**config.mk**
```make
export PLATFORM = sky130hd
export DESIGN_NAME = mtest_addr_seq
export DESIGN_NICKNAME = d
export VERILOG_FILES = /design/src/rtl/mtest_addr_seq.sv
export SDC_FILE = /design/constraint.sdc
export NUM_CORES = 1
export LEC_CHECK = 0
export ABC_AREA = 1
export BUFFER_PORTS_ARGS = -buffer_cell sky130_fd_sc_hd__buf_2
export CAP_MARGIN = 0
export CORE_ASPECT_RATIO = 1.2
export CORE_MARGIN = 3
export CORE_UTILIZATION = 45
export DETAILED_ROUTE_END_ITERATION = 10
export PLACE_DENSITY = 0.71
export SETUP_SLACK_MARGIN = 0.3
export SYNTH_ARGS = -nofsm -noshare
export SYNTH_HDL_FRONTEND = slang
export SYNTH_SLANG_ARGS = --single-unit
```
**constraint.sdc**
```tcl
create_clock -name clk -period 4.5 [get_ports clk]
set_clock_uncertainty 0.1 [all_clocks]
set_input_delay 0.225 -clock clk [delete_from_list [all_inputs] [get_ports clk]]
set_output_delay 0.225 -clock clk [all_outputs]
set_load 0.005 [all_outputs]
```
**src/rtl/mtest_addr_seq.sv**
```systemverilog
module mtest_addr_seq (
  input  logic        clk,
  input  logic        rst_n,
  input  logic        start,
  input  logic        burst8,
  input  logic        descend,
  input  logic [31:0] start_cfg,
  input  logic [31:0] end_cfg,
  input  logic        advance,
  output logic        addr_valid,
  output logic [15:0] row_addr,
  output logic [15:0] col_addr,
  output logic [2:0]  bank_addr,
  output logic        burst8_sel,
  output logic        done
);
  localparam int ROW_W  = 16;
  localparam int COL_W  = 12;
  localparam int BANK_W = 3;
  localparam int IDX_W  = ROW_W + BANK_W + COL_W;

  logic [ROW_W-1:0]  row_q;
  logic [BANK_W-1:0] bank_q;
  logic [COL_W-1:0]  cf_q;
  logic [IDX_W-1:0]  end_idx;
  logic desc_q, b8_q, busy_q, done_q;

  wire [IDX_W-1:0] cur_idx = {row_q, bank_q, cf_q};
  wire last      = desc_q ? (cur_idx <= end_idx) : (cur_idx >= end_idx);
  wire accept    = busy_q && advance;
  wire col_wrap  = desc_q ? (cf_q == '0)   : (&cf_q);
  wire bank_wrap = desc_q ? (bank_q == '0) : (&bank_q);

  always_ff @(posedge clk) begin
    if (!rst_n) begin
      row_q <= '0; bank_q <= '0; cf_q <= '0; end_idx <= '0;
      desc_q <= 1'b0; b8_q <= 1'b0; busy_q <= 1'b0; done_q <= 1'b0;
    end else if (start) begin
      row_q   <= start_cfg[31:16];
      cf_q    <= start_cfg[14:3];
      bank_q  <= start_cfg[2:0];
      end_idx <= {end_cfg[31:16], end_cfg[2:0], end_cfg[14:3]};
      desc_q  <= descend;
      b8_q    <= burst8;
      busy_q  <= 1'b1;
      done_q  <= 1'b0;
    end else if (accept) begin
      if (last) begin
        busy_q <= 1'b0;
        done_q <= 1'b1;
      end else begin
        cf_q <= desc_q ? cf_q - 1'b1 : cf_q + 1'b1;
        if (col_wrap)
          bank_q <= desc_q ? bank_q - 1'b1 : bank_q + 1'b1;
        if (col_wrap && bank_wrap)
          row_q <= desc_q ? row_q - 1'b1 : row_q + 1'b1;
      end
    end
  end

  assign addr_valid = busy_q;
  assign done       = done_q;
  assign row_addr   = row_q;
  assign bank_addr  = bank_q;
  assign burst8_sel = b8_q;
  assign col_addr   = b8_q ? {cf_q[11:7], 1'b0, cf_q[6:0], 3'b000}
                           : {1'b0, cf_q[11:8], 1'b0, cf_q[7:0], 2'b00};

  a_r2_start_loads: assert property (@(posedge clk) disable iff (!rst_n)
    start |=> addr_valid && !done && row_addr == $past(start_cfg[31:16])
              && bank_addr == $past(start_cfg[2:0]));

  a_r9_stall_hold: assert property (@(posedge clk) disable iff (!rst_n)
    (addr_valid && !advance && !start) |=> addr_valid && $stable(row_addr)
              && $stable(col_addr) && $stable(bank_addr));

  a_r7_done_after_end: assert property (@(posedge clk) disable iff (!rst_n)
    (addr_valid && advance && !start && last) |=> done && !addr_valid);

  a_r7_done_excl: assert property (@(posedge clk) disable iff (!rst_n)
    done |-> !addr_valid);

  a_r3_no_wrap_holds: assert property (@(posedge clk) disable iff (!rst_n)
    (addr_valid && advance && !start && !last && !col_wrap) |=>
      $stable(row_addr) && $stable(bank_addr) && !$stable(col_addr));
endmodule

```
==> metrics.yaml, run 1 <==
slew_violations: 0
setup_viol: 0
grt_start_max_net_pins: 81
finalHoldViolations: 0
setup.reg_to_reg.worst_slack_ns: 1.65
final_antenna_net_count: 0
routed-wl-met2_um: 7050
seq_area_um2: 1320
floorplan.die.height_um: 125
cts_hold_buffers: 0
cts-htree-levels: 3
wirelength_met1_um: 6320
hold_path.class: "input port to register"
floorplan.initialDensity_pct: 47.0
post_cts.repair.setup_buffers: 0
power-per-cell-area_nw_per_um2: 345
finalNetCount: 1017
number_of_remaining_drc_errors: 0
antenna_found_initial: 0
dp_cells: 1032
worst-endpoint-required_ns: 4.62
slew_headroom_pct: 24.8
p_leak_nw: 3.13
cts_tree: "done"
die_area_um2: 13100
antenna-diode-count: 0
peakVddDrop_uv: 187
worst-slew-pin-transition_ns: 1.13
path_class: "register to register"
timing.max_cap.violations: 0
layout_commonest_cell: "sky130_fd_sc_hd__nand2_1"
port-buffer-count: 102
met3_length_um: 677
area_growth_syn_to_layout_pct: 15.6
clock_sinks: 66
route.detailed.wl_per_inst_um: 13.7
nFillCells: 1157
timing.critical_path.from_type: "register"
path_clk_slew_ns: 0.06
r2r-start: "cf_q[8]$_SDFFE_PN0P_"
ys_ff_latch: 66
grt_setup_unrepaired: "no"
grt.total_usage_pct: 21.3
syn_area_per_cell_um2: 6.57
post_drt_via_cell_ratio: 5.15
post-route-period-util_pct: 63.4
floorplan.core_area_um2: 11300
layoutNonFillerInstCount: 1047
cts-resized-gates: 0
drt_iter0_drc: 237
worst_setup_path_endpoint: "bank_addr[1]$_SDFFE_PN0P_"
first_global_vias: 4776
worst_skew_pair.late_latency_ns: 0.33
r2r-end: "bank_addr[1]$_SDFFE_PN0P_"
arrival_time_of_the_worst_setup_path_ns: 2.97
cp_max_fo: 53
grt_first_pass_wirelength_um: 23100
multi_input_area_um2: 3450
finalSetupTns_ns: 0
timing.reg2reg.worst_path_depth: 12
clock_tree.root_cell: "sky130_fd_sc_hd__clkbuf_16"
yosysSeqAreaShare_pct: 24.9
route.vias.total: 5393
cp-startpoint: "cf_q[8]$_SDFFE_PN0P_"
proportion_of_layout_cells_with_a_drive_suffix_above_1_pct: 16.9
cts_buffers: 9
status: "completed"
critical_path.endpoint_type: "register"
floorplan.rows: 42
grt_overflow_total: 0
synthDistinctLibCells: 39
yosys_warnings: 0
synth.cell_area_um2: 5310
fin_crit_ns: 2.85
io_pins: 108
gp_routability_congestion: 0.880
dp.final_hpwl_um: 10300
finalWirelength_um: 14300
highest-signal-layer: "met4"
detail_route.first_pass.iterations: 5
synthesized_instance_count: 808
max_freq_mhz: 351
clock_path_buffers: 2
die_width_um: 105
layout.cells.most_common_list: "sky130_fd_sc_hd__nand2_1, sky130_fd_sc_hd__buf_2, sky130_fd_sc_hd__inv_1"
-- registers in the layout, summed over array words and instances, names as in the netlist --
signal,cells
cf_q,12
desc_q,1
addr_valid,1
burst8_sel,1
bank_addr,3
end_idx,31
done,1
row_addr,16
-- per-layer routing --
| metal | GRT usage (%) | vias up |
|---|---|---|
| met5 | 0 | - |
| met4 | 6.56 | 0 |
| met3 | 3.30 | 19 |
| met2 | 37.3 | 135 |
| met1 | 26.7 | 2382 |
| li1 | - | 2857 |
-- cells by family (layout without fill, tap and decap cells) --
kind of cell | after synthesis | after routing | share of synthesized area [%]
compound gates | 182 | 182 | 18.4
xor+xnor | 11 | 11 | 1.81
fa+ha+maj | 58 | 58 | 14.1
buf+inv | 130 | 213 | 10.3
flops | 66 | 66 | 24.9
mux | 8 | 8 | 1.51
other cells | 1 | 3 | 0.0706
simple gates | 352 | 352 | 28.9
-- Yosys cell counts, drive strengths merged --
cell type / number / share of area, %
a21oi: 99 / 10
clkbuf: 21 / 1.5
nor3: 7 / 0.66
nand4: 15 / 1.8
nand3b: 4 / 0.57
o22ai: 1 / 0.12
xnor2: 6 / 0.99
a21o: 6 / 0.85
nor4: 5 / 0.71
o31ai: 1 / 0.14
nand2: 176 / 12
nand3: 63 / 6.4
xor2: 5 / 0.82
buf: 15 / 2.2
dfxtp: 66 / 25
o21bai: 1 / 0.14
ha: 55 / 13
mux2i: 8 / 1.5
or2: 2 / 0.24
o21ai: 71 / 6.8
nor2: 80 / 6.1
inv: 94 / 6.6
a31oi: 2 / 0.24
conb: 1 / 0.071
a21boi: 1 / 0.14
fa: 3 / 1.1
-- report_power, final --
group | switching (W) | internal (W)
sequential | 0.0000815 | 0.000641
clock | 0.000267 | 0.000439
combinational | 0.000412 | 0.000278
-- cell type report --
class                           instances  share of cell area, %
Sequential cell                        66                   21.5
Multi-Input combinational cell        614                   56.2
Inverter                               94                   5.75
Clock inverter                          5                  0.897
Tap cell                              154                   3.14
Timing Repair Buffer                  104                   8.56
Clock buffer                           10                   3.89
-- metrics by stage --
stage	area, µm²	setup slack (ns)	power (W)	hold WS (ns)	util [%]
floorplan	5320	1.87	0.00124	0.260	-
global placement	5840	1.70	0.00141	0.350	51.7
global route	6140	1.31	0.00227	0.0404	54.3
detailed placement	5840	1.69	0.00142	0.354	51.7
finish	6140	1.65	0.00212	0.0358	54.3
CTS	6140	1.67	0.00213	0.0265	54.3
-- worst max-delay path, cell delays in order, from the launching register on --
cell	delay, ns
sky130_fd_sc_hd__dfxtp_1	0.39
sky130_fd_sc_hd__ha_1	0.37
sky130_fd_sc_hd__nand2_1	0.06
sky130_fd_sc_hd__nor2_1	0.09
sky130_fd_sc_hd__nand4_1	0.10
sky130_fd_sc_hd__nor3_1	0.21
sky130_fd_sc_hd__nand2_1	0.12
sky130_fd_sc_hd__nand4_1	0.19
sky130_fd_sc_hd__nand3_4	0.55
sky130_fd_sc_hd__nand2_1	0.35
sky130_fd_sc_hd__nand2_1	0.08
sky130_fd_sc_hd__nand2_1	0.07
sky130_fd_sc_hd__nor2_1	0.05
-- worst min path at each step --
stage / start / end / depth (start not counted)
2_1_floorplan: end_cfg[3] / end_idx[0]$_SDFFE_PN0P_ / 2
3_3_place_gp: end_idx[24]$_SDFFE_PN0P_ / end_idx[24]$_SDFFE_PN0P_ / 2
3_5_place_dp: end_idx[27]$_SDFFE_PN0P_ / end_idx[27]$_SDFFE_PN0P_ / 2
4_1_cts: end_cfg[3] / end_idx[0]$_SDFFE_PN0P_ / 3
5_1_grt: end_cfg[3] / end_idx[0]$_SDFFE_PN0P_ / 3
6_report: burst8 / burst8_sel$_SDFFE_PN0P_ / 3
No activity file was read; power rests on OpenSTA's default activity.
==> run 2, diff against run 1 <==
- ABC_AREA: 1 -> 0
- PLACE_DENSITY: 0.71 -> 0.72
- clock period: 4.5 -> 2.9 ns (I/O delays scaled with it)
==> run 2 against run 1 <==
  * Final area increased by 21%
  * Core utilization increased by 12 points
  * Total power increased by 50%
  * Register-to-register slack got worse by 1.4 ns
  * Hold slack got worse by 0.017 ns
  * Clock-buffer cell count unchanged
  * Flip-flop and latch count unchanged
  * Clock power increased by 63%
  * Largest cell class unchanged
==> metrics.yaml, run 2 <==
dp_cells: 893  # -13%
yosys-top-cells-count: "sky130_fd_sc_hd__dfxtp_1, sky130_fd_sc_hd__nor2_1, sky130_fd_sc_hd__ha_1, sky130_fd_sc_hd__inv_1"
clock_path_buffers: 2  # unchanged
grt_start_max_net_pins: 93  # +15%
finalSetupTns_ns: 0  # unchanged
die_width_um: 105  # -0.30%
floorplan.initialDensity_pct: 46.9  # -0.081 points
finalHoldViolations: 0  # unchanged
fin_crit_ns: 2.66  # -0.191 ns
worst_skew_pair.late_latency_ns: 0.34  # about the same
worst-endpoint-required_ns: 3.02  # -1.60 ns
hold_path.class: "input port to register"
holdPathStages: 3  # unchanged
async_flop_share_pct: 0  # unchanged
launch_point_of_the_worst_hold_path: "start_cfg[11]"
r2r-end: "row_addr[3]$_SDFFE_PN0P_"
layoutNonFillerInstCount: 975  # -6.9%
route.vias.total: 5749  # +6.6%
hold_slack_ns: 0.0188  # -0.0170 ns
grt_overflow_total: 0  # unchanged
timing.max_cap.violations: 0  # unchanged
floorplan.rows: 42  # unchanged
route.detailed.wl_per_inst_um: 17.7  # +30%
largest_area_contributor_in_the_synthesized_netlist: "sky130_fd_sc_hd__dfxtp_1"
ys_top_cells_by_area: "sky130_fd_sc_hd__dfxtp_1, sky130_fd_sc_hd__ha_1, sky130_fd_sc_hd__mux2i_1, sky130_fd_sc_hd__nor2_1, sky130_fd_sc_hd__inv_1"
port-buffer-count: 102  # unchanged
number_of_remaining_drc_errors: 0  # unchanged
synthesized_instance_count: 639  # -21%
clock_sinks: 66  # unchanged
cp-startpoint: "cf_q[4]$_SDFFE_PN0P_"
registers.top_by_ff_count: "end_idx"
finalWirelength_um: 17300  # +21%
clock_tree.root_cell: "sky130_fd_sc_hd__clkbuf_16"
synth.cell_area_um2: 5280  # -0.64%
status: "completed"
slew_violations: 0  # unchanged
path_class: "register to register"
yosysSeqAreaShare_pct: 25.0  # +0.16 points
power-per-cell-area_nw_per_um2: 429  # +24%
yosys_warnings: 0  # unchanged
worst-slew-pin-transition_ns: 0.552  # -0.575 ns
synth_most_common_cell: "sky130_fd_sc_hd__dfxtp_1"
antenna_found_initial: 0  # unchanged
floorplan.core_area_um2: 11200  # -0.46%
cts_buffers: 9  # unchanged
final_antenna_net_count: 0  # unchanged
floorplan.die.height_um: 125  # -0.30%
gp_routability_congestion: 0.902  # +2.5%
drt_iter0_drc: 297  # +25%
netlist.area_leader.share_pct: 25.0  # +0.16 points
final_design_area_excluding_fillers_um2: 7420  # +21%
grt_setup_unrepaired: "yes"
detail_route.first_pass.iterations: 5  # unchanged
setup_viol: 0  # unchanged
grt.total_usage_pct: 24.3  # +3.0 points
cts_tree: "done"
grt_first_pass_wirelength_um: 26100  # +13%
setup.reg_to_reg.worst_slack_ns: 0.24  # -1.41 ns
min_to: "cf_q[8]$_SDFFE_PN0P_"
post-route-period-util_pct: 91.8  # +28 points
peakVddDrop_uv: 299  # +60%
max_freq_mhz: 376  # +7.2%
layout_commonest_cell: "sky130_fd_sc_hd__buf_2"
post_drt_via_cell_ratio: 5.90  # +14%
area_growth_syn_to_layout_pct: 40.6
finalNetCount: 944  # -7.2%
ys_dominant_reg_cell: "sky130_fd_sc_hd__dfxtp_1"
count_of_flip_flops_with_a_built_in_enable_after_synthesis: 0  # unchanged
io_pins: 108  # unchanged
ys_ff_latch: 66  # unchanged
r2r-start: "cf_q[4]$_SDFFE_PN0P_"
synthDistinctLibCells: 71  # +82%
timing.critical_path.from_type: "register"
dpl-instance-area_um2: 6100  # +4.5%
cp_max_fo: 5  # -91%
path_clk_slew_ns: 0.06  # about the same
arrival_time_of_the_worst_setup_path_ns: 2.78  # -0.19 ns
antenna-diode-count: 0  # unchanged
slew_headroom_pct: 63.1  # +38 points
syn_area_per_cell_um2: 8.26  # +26%
die_area_um2: 13100  # -0.60%
dp.final_hpwl_um: 11500  # +11%
cts-htree-levels: 3  # unchanged
critical_path.endpoint_type: "register"
timing.reg2reg.worst_path_depth: 9  # -3
p_leak_nw: 3.29  # +5.3%
first_global_vias: 5536  # +16%
proportion_of_layout_cells_with_a_drive_suffix_above_1_pct: 30.5  # +14 points
largest_register_ffs: 31  # unchanged
layout.cells.most_common_list: "sky130_fd_sc_hd__buf_2, sky130_fd_sc_hd__nor2_1, sky130_fd_sc_hd__dfxtp_1"
## run 2: worst max-delay path, cell delays in order (launching register included)
cell and delay (ns):
sky130_fd_sc_hd__dfxtp_1 0.41, sky130_fd_sc_hd__ha_4 0.24, sky130_fd_sc_hd__a211oi_2 0.17, sky130_fd_sc_hd__nor2_1 0.08, sky130_fd_sc_hd__o31a_1 0.36, sky130_fd_sc_hd__o21ai_4 0.24
sky130_fd_sc_hd__a21oi_4 0.13, sky130_fd_sc_hd__clkbuf_16 0.17, sky130_fd_sc_hd__or4_1 0.49, sky130_fd_sc_hd__o2111a_1 0.15
## run 2: kinds of logic after synthesis
| logic type | Yosys count | synth area share (%) |
|---|---|---|
| xor+xnor | 15 | 2.49 |
| fa+ha+maj | 58 | 14.2 |
| compound gates | 164 | 22.3 |
| simple gates | 205 | 20.1 |
| other cells | 1 | 0.0711 |
| mux | 48 | 9.34 |
| buf+inv | 82 | 6.45 |
| flops | 66 | 25.0 |
## run 2: layout make-up
class                   count  area (µm²)
fillers                   911        3830
clock buffers              10         250
well taps                 154         193
clock inverters             6        63.8
repair buffers            199        1430
multi-input cells         493        3960
inverters                  47         176
flip-flops and latches     66        1350
## run 2: where the power goes
group          switching, W  total, W  internal, W
Sequential        0.0000699   0.00104     0.000974
Combinational      0.000520  0.000992     0.000473
Clock              0.000434   0.00115     0.000716
## run 2: repair_timing
| action | CTS | global route |
|---|---|---|
| setup endpoints to repair | 24 | 29 |
| buffers inserted | 7 | 10 |
| pin swaps | 4 | 17 |
| resized for setup | 7 | 62 |
| cloned | 0 | 3 |
| hold buffers | 46 | 0 |
| endpoints found under the hold margin | 46 | 0 |
## run 2: worst max-delay path by stage
stage | slack [ns] | cells past startpoint | to
floorplan | 0.30 | 10 | row_addr[12]$_SDFFE_PN0P_
global placement | 0.25 | 9 | row_addr[12]$_SDFFE_PN0P_
detailed placement | 0.18 | 10 | row_addr[7]$_SDFFE_PN0P_
CTS | 0.30 | 9 | row_addr[7]$_SDFFE_PN0P_
global route | 0.17 | 9 | cf_q[4]$_SDFFE_PN0P_
finish | 0.24 | 9 | row_addr[3]$_SDFFE_PN0P_
## run 2: stage by stage
step	util [%]	setup slack [ns]	total power [W]
finish	66.0	0.238	0.00319
global route	66.0	0.168	0.00334
CTS	61.9	0.295	0.00309
detailed placement	54.3	0.176	0.00188
global placement	54.3	0.253	0.00184
floorplan	-	0.304	0.00160
## run 2: routing by layer
layer | part of all wire (%) | GRT usage, % | vias to the layer above
met2 | 50 | 42.8 | 249
met4 | 3.6 | 11.8 | 0
met5 | 0 | 0 | -
li1 | - | - | 2731
met1 | 39 | 27.7 | 2720
met3 | 7.4 | 4.77 | 49
